==> src/rtl/ilv_pkg.sv <==
package ilv_pkg;

  typedef enum logic [1:0] {
    MODE_WIDE = 2'd0,
    MODE_X2   = 2'd1,
    MODE_X4   = 2'd2,
    MODE_ALT  = 2'd3
  } rate_mode_e;

  // number of samples folded into one event
  function automatic logic [2:0] slots_of(rate_mode_e m);
    case (m)
      MODE_X2: return 3'd2;
      MODE_X4: return 3'd4;
      default: return 3'd1;
    endcase
  endfunction

  // log2 of the slot count, selects the interleave variant
  function automatic logic [1:0] group_of(rate_mode_e m);
    case (m)
      MODE_X2: return 2'd1;
      MODE_X4: return 2'd2;
      default: return 2'd0;
    endcase
  endfunction

endpackage

==> src/rtl/ilv_gather.sv <==
module ilv_gather
  import ilv_pkg::*;
#(
  parameter int EVT_W = 16,
  parameter int MAX_N = 4,
  localparam int CW = $clog2(MAX_N),
  localparam int NW = CW + 1
) (
  input  logic                              clk,
  input  logic                              rst_n,
  input  rate_mode_e                        mode,
  input  logic                              acc,
  input  logic [EVT_W-1:0]                  sample,
  output logic [MAX_N-2:0][EVT_W-1:0]       hist,
  output logic                              done
);

  rate_mode_e      mode_q;
  logic [CW-1:0]   cnt;
  logic [CW-1:0]   eff_cnt;
  logic            flush;
  logic [NW-1:0]   n_cur;

  assign flush   = (mode != mode_q);
  assign eff_cnt = flush ? '0 : cnt;
  assign n_cur   = NW'(slots_of(mode));
  assign done    = acc && ({1'b0, eff_cnt} == n_cur - NW'(1));

  always_ff @(posedge clk or negedge rst_n) begin
    if (!rst_n) begin
      mode_q <= MODE_WIDE;
      cnt    <= '0;
      hist   <= '0;
    end else begin
      mode_q <= mode;
      if (acc) begin
        if (done) begin
          cnt <= '0;
        end else begin
          if (eff_cnt < CW'(MAX_N - 1)) hist[eff_cnt] <= sample;
          cnt <= eff_cnt + CW'(1);
        end
      end else if (flush) begin
        cnt <= '0;
      end
    end
  end

  // a mode change with no sample in that cycle leaves an empty gather
  a_r6_flush_on_mode: assert property (@(posedge clk) disable iff (!rst_n)
    (flush && !acc) |=> (cnt == '0));

  // the fill level never reaches the slot count of the active mode
  a_r5_cnt_bound: assert property (@(posedge clk) disable iff (!rst_n)
    ({1'b0, cnt} < NW'(slots_of(mode_q))));

endmodule

==> src/rtl/ilv_pack.sv <==
module ilv_pack
  import ilv_pkg::*;
#(
  parameter int EVT_W = 16,
  parameter int MAX_N = 4,
  localparam int NG = $clog2(MAX_N) + 1
) (
  input  rate_mode_e                   mode,
  input  logic [MAX_N-2:0][EVT_W-1:0]  hist,
  input  logic [EVT_W-1:0]             cur,
  output logic [EVT_W-1:0]             evt
);

  logic [NG-1:0][EVT_W-1:0] variant;
  logic                     unused_hist;

  assign unused_hist = ^hist;

  for (genvar g = 0; g < NG; g++) begin : g_var
    localparam int N = 1 << g;
    for (genvar c = 0; c < EVT_W / N; c++) begin : g_ch
      for (genvar t = 0; t < N; t++) begin : g_slot
        if (t == N - 1) begin : g_new
          assign variant[g][c*N + t] = cur[c];
        end else begin : g_old
          assign variant[g][c*N + t] = hist[t][c];
        end
      end
    end
  end

  always_comb begin
    evt = variant[0];
    for (int g = 0; g < NG; g++) begin
      if (int'(group_of(mode)) == g) evt = variant[g];
    end
  end

endmodule

==> src/rtl/ilv_outreg.sv <==
module ilv_outreg #(
  parameter int EVT_W = 16
) (
  input  logic             clk,
  input  logic             rst_n,
  input  logic             load,
  input  logic [EVT_W-1:0] din,
  input  logic             out_ready,
  output logic             out_valid,
  output logic [EVT_W-1:0] out_data,
  output logic             take_ok
);

  assign take_ok = !out_valid || out_ready;

  always_ff @(posedge clk or negedge rst_n) begin
    if (!rst_n) begin
      out_valid <= 1'b0;
      out_data  <= '0;
    end else if (load) begin
      out_valid <= 1'b1;
      out_data  <= din;
    end else if (out_ready) begin
      out_valid <= 1'b0;
    end
  end

  // a stalled event stays put
  a_r7_hold_stable: assert property (@(posedge clk) disable iff (!rst_n)
    (out_valid && !out_ready) |=> (out_valid && $stable(out_data)));

  // a new event only lands in a free or draining slot
  a_r8_no_overwrite: assert property (@(posedge clk) disable iff (!rst_n)
    load |-> (!out_valid || out_ready));

endmodule

==> src/rtl/sample_interleaver.sv <==
module sample_interleaver
  import ilv_pkg::*;
#(
  parameter int EVT_W = 16,
  parameter int MAX_N = 4
) (
  input  logic             clk,
  input  logic             rst_n,
  input  logic [1:0]       rate_mode,
  input  logic             smp_valid,
  output logic             smp_ready,
  input  logic [EVT_W-1:0] smp_data,
  output logic             evt_valid,
  input  logic             evt_ready,
  output logic [EVT_W-1:0] evt_data
);

  rate_mode_e                    mode;
  logic                          acc;
  logic                          done;
  logic [MAX_N-2:0][EVT_W-1:0]   hist;
  logic [EVT_W-1:0]              packed_evt;

  assign mode = rate_mode_e'(rate_mode);
  assign acc  = smp_valid && smp_ready;

  ilv_gather #(.EVT_W(EVT_W), .MAX_N(MAX_N)) u_gather (
    .clk    (clk),
    .rst_n  (rst_n),
    .mode   (mode),
    .acc    (acc),
    .sample (smp_data),
    .hist   (hist),
    .done   (done)
  );

  ilv_pack #(.EVT_W(EVT_W), .MAX_N(MAX_N)) u_pack (
    .mode (mode),
    .hist (hist),
    .cur  (smp_data),
    .evt  (packed_evt)
  );

  ilv_outreg #(.EVT_W(EVT_W)) u_out (
    .clk       (clk),
    .rst_n     (rst_n),
    .load      (done),
    .din       (packed_evt),
    .out_ready (evt_ready),
    .out_valid (evt_valid),
    .out_data  (evt_data),
    .take_ok   (smp_ready)
  );

  // in the single-slot modes every accepted sample yields an event
  a_r2_single_slot: assert property (@(posedge clk) disable iff (!rst_n)
    (acc && slots_of(mode) == 3'd1) |=> evt_valid);

endmodule

==> config.mk <==
export PLATFORM = sky130hd
export DESIGN_NAME = sample_interleaver
export DESIGN_NICKNAME = d
export VERILOG_FILES = /design/src/rtl/ilv_pkg.sv /design/src/rtl/ilv_gather.sv /design/src/rtl/ilv_pack.sv /design/src/rtl/ilv_outreg.sv /design/src/rtl/sample_interleaver.sv
export SDC_FILE = /design/constraint.sdc
export NUM_CORES = 1
export LEC_CHECK = 0
export BUFFER_PORTS_ARGS = -buffer_cell sky130_fd_sc_hd__buf_2
export CELL_PAD_IN_SITES_DETAIL_PLACEMENT = 2
export CELL_PAD_IN_SITES_GLOBAL_PLACEMENT = 2
export CORE_UTILIZATION = 36
export DETAILED_ROUTE_END_ITERATION = 16
export PLACE_DENSITY = 0.9
export SYNTH_ARGS = -nofsm -noshare
export SYNTH_HDL_FRONTEND = slang
export SYNTH_SLANG_ARGS = --single-unit
==> constraint.sdc <==
create_clock -name clk -period 3.7 [get_ports clk]
set_input_delay 0.555 -clock clk [delete_from_list [all_inputs] [get_ports clk]]
set_output_delay 0.555 -clock clk [all_outputs]
set_load 0.005 [all_outputs]
==> out/metrics.cfg <==
[clocking]
cts_buffer_depth=2
clk_pin_slew_ns=0.08
cts_resized=0
clk_latency_ns=0.30
clkSinkCount=37
post_cts_buffers=0
cts_htree_levels=2
cts_root_buf=clkbuf_8
cts_hold_buf=0
cts_buffers=5
cts_tree=done

[logic_synthesis]
synth-xor-area-share_pct=1.84
synth-adder-area-share_pct=4.59
synth_top_area_share_pct=48.6
netlist_area_um2=1910
synth_simple_gate_area_share_pct=13.6
dominantRegCellSynth=dfrtp_1
yosys_warnings=0
synth_common_cells=dfrtp_1 (37), nand2_1 (20), nor2_1 (19)
synth_top_family_by_area=multiplexers
syn_inst=181
async_flop_share_pct=100
syn_area_per_cell_um2=10.5
synth_edf_count=0
synth.most_common_cell=dfrtp_1
synth-seq-area-share_pct=48.6
ys_ff_latch=37
synth.net_count=210
synth_cell_types=23
synth_mux_area_share_pct=17.8
yosys.area.top_type=dfrtp_1
synth_compound_area_share_pct=10.6
synth_area_leaders=dfrtp_1 (49%), mux2_2 (9.4%), mux2i_1 (8.4%)

[pwr]
p_seq_share_pct=46.2
powerDensity_nw_per_um2=543
combPwrFrac_pct=23.3
power_mw=1.25
intPower_uw=872
power_switching_uw=375
leakagePower_nw=1.11
swShare_pct=30.1
ir_worst_vdd_mv=0.178
pwr-share-clk_pct=30.5

[global_route]
grt_max_degree=38
grt_pass1_wl_um=8200
antenna_found_initial=0
overflow=0
track_usage_pct=20.4
grt_pass1_vias=1594

[timing]
drv_slew=0
fin_skew_ns=0.00770
fin_crit_ns=2.68
finalCritPeriodShare_pct=72.4
setup_viol=0
worst_slack_ns=1.02
hold_viol=0
worst_pin_slew_ns=0.973
relSlewSlack_pct=35.1
fin_tns_setup_ns=0
rsz0062_at_grt=false
clock.fmax_mhz=374

[placement]
place_congestion=0.810
place_ws_ns=0.696
dp_hpwl_um=3850
dpl.cell_count=283
portBuffers=39
dpl-instance-area_um2=2180

[setup_path]
crit_path_start=rate_mode[0]
r2r_cells=7
rrSetupSlack_ns=1.14
r2r_end=u_gather.hist[5]$_DFFE_PN0P_
worst-setup-path-type=primary input to flip-flop
cp.arrival_ns=2.86
r2r_start=u_gather.mode_q[1]$_DFF_PN0_
critPathRequiredTime_ns=3.88
startpoint_type=primary input
critPathCaptureType=flip-flop
endpoint=u_gather.hist[5]$_DFFE_PN0P_
crit_fanout=29

[worst_hold_path]
hp-class=primary input to async pin

[cells_and_area]
synthToLayoutAreaGrowth_pct=20.4
final_cells=291
final_nets=249
drive_gt1_share_pct=32.1
nFillCells=579
num_antenna_cells=0
fin_area_um2=2300

[floorplanning]
rows=26
core-area_um2=5110
die_w_um=74.8
io_pins=40
die_area_um2=5590
die_h_um=74.8
start_util_pct=37.3

[outcome]
status=finished clean

[routing]
wl_um=5180
vias=1465
wl_per_cell_um=17.8
drc_errors=0
ant_nets=0
first_pass_iters=4
drtIter0Drc=36
vias_per_cell=5.03

[flow_run]
cap_violations=0

## layer usage
metal | global-route usage, % | vias up | routed length (µm)
met4 | 6.92 | 0 | 82
met1 | 24.7 | 717 | 2260
li1 | - | 701 | -
met3 | 4.02 | 7 | 202
met5 | 0 | - | 0
met2 | 36.1 | 40 | 2640
## cell families (layout without fill, tap and decap cells)
logic type,count (synthesis),in the layout
AOI/OAI and AO/OA,38,38
xor gates and xnor gates,4,4
adders and majority gates,7,7
buffers and inverters,15,55
DFF,37,37
muxes,32,32
and+or+nand+nor,48,48
## metrics by stage
stage / util, % / hold slack, ns
global route: 45.0 / 0.413
detailed placement: 42.6 / 0.471
finish: 45.0 / 0.356
global placement: 42.6 / 0.457
floorplan: - / 0.259
CTS: 45.0 / 0.387
## layout by cell type, fill, tap and decap left out, types with 3 or more instances in the layout
cell type,count
a21oi_1,16
ha_1,7
buf_2,39
mux2_2,16
nand2_1,20
clkbuf_8,6
inv_1,6
o21ai_0,18
dfrtp_1,37
mux2i_1,16
nor4b_4,3
nor2_1,19
## power groups by stage
| stage | Combinational [mW] | Sequential (mW) | Clock, mW |
|---|---|---|---|
| after detailed placement | 0.296 | 0.585 | 0 |
| final | 0.290 | 0.576 | 0.381 |
| after floorplan | 0.159 | 0.574 | 0 |
| after CTS | 0.298 | 0.579 | 0.387 |
| after global placement | 0.273 | 0.573 | 0 |
| after global routing | 0.330 | 0.590 | 0.397 |
## cell type report
class	instances	area, µm²	area share [%]
flip-flops and latches	37	926	40.3
repair buffers	41	210	9.16
clock buffers	6	82.6	3.60
clock inverters	2	37.5	1.63
inverters	6	22.5	0.981
multi-input cells	129	930	40.5
well taps	70	87.6	3.81
## state kept, by name (all words and copies together) (netlist names)
register / flops
u_gather.hist: 16
u_out.out_data: 16
u_gather.cnt: 2
u_gather.mode_q: 2
u_out.out_valid: 1
## worst max-delay path: stages
cell and delay [ns]:
buf_2 0.16, inv_1 0.06, ha_1 0.26, buf_4 0.25, nand3b_1 0.15, nor3_1 0.09
o22a_2 0.32, nor4b_4 0.58, mux2_2 0.42
## worst min-delay path by stage
stage / endpoint / slack, ns / cells after the start
5_1_grt: u_out.out_data[3]$_DFFE_PN0P_ / 0.41 / 1
3_5_place_dp: u_out.out_data[9]$_DFFE_PN0P_ / 0.47 / 2
4_1_cts: u_out.out_data[5]$_DFFE_PN0P_ / 0.39 / 1
6_report: u_out.out_data[7]$_DFFE_PN0P_ / 0.36 / 1
2_1_floorplan: u_gather.cnt[0]$_DFF_PN0_ / 0.26 / 0
3_3_place_gp: u_out.out_data[1]$_DFFE_PN0P_ / 0.46 / 2
(Power assumes the default switching activity.)
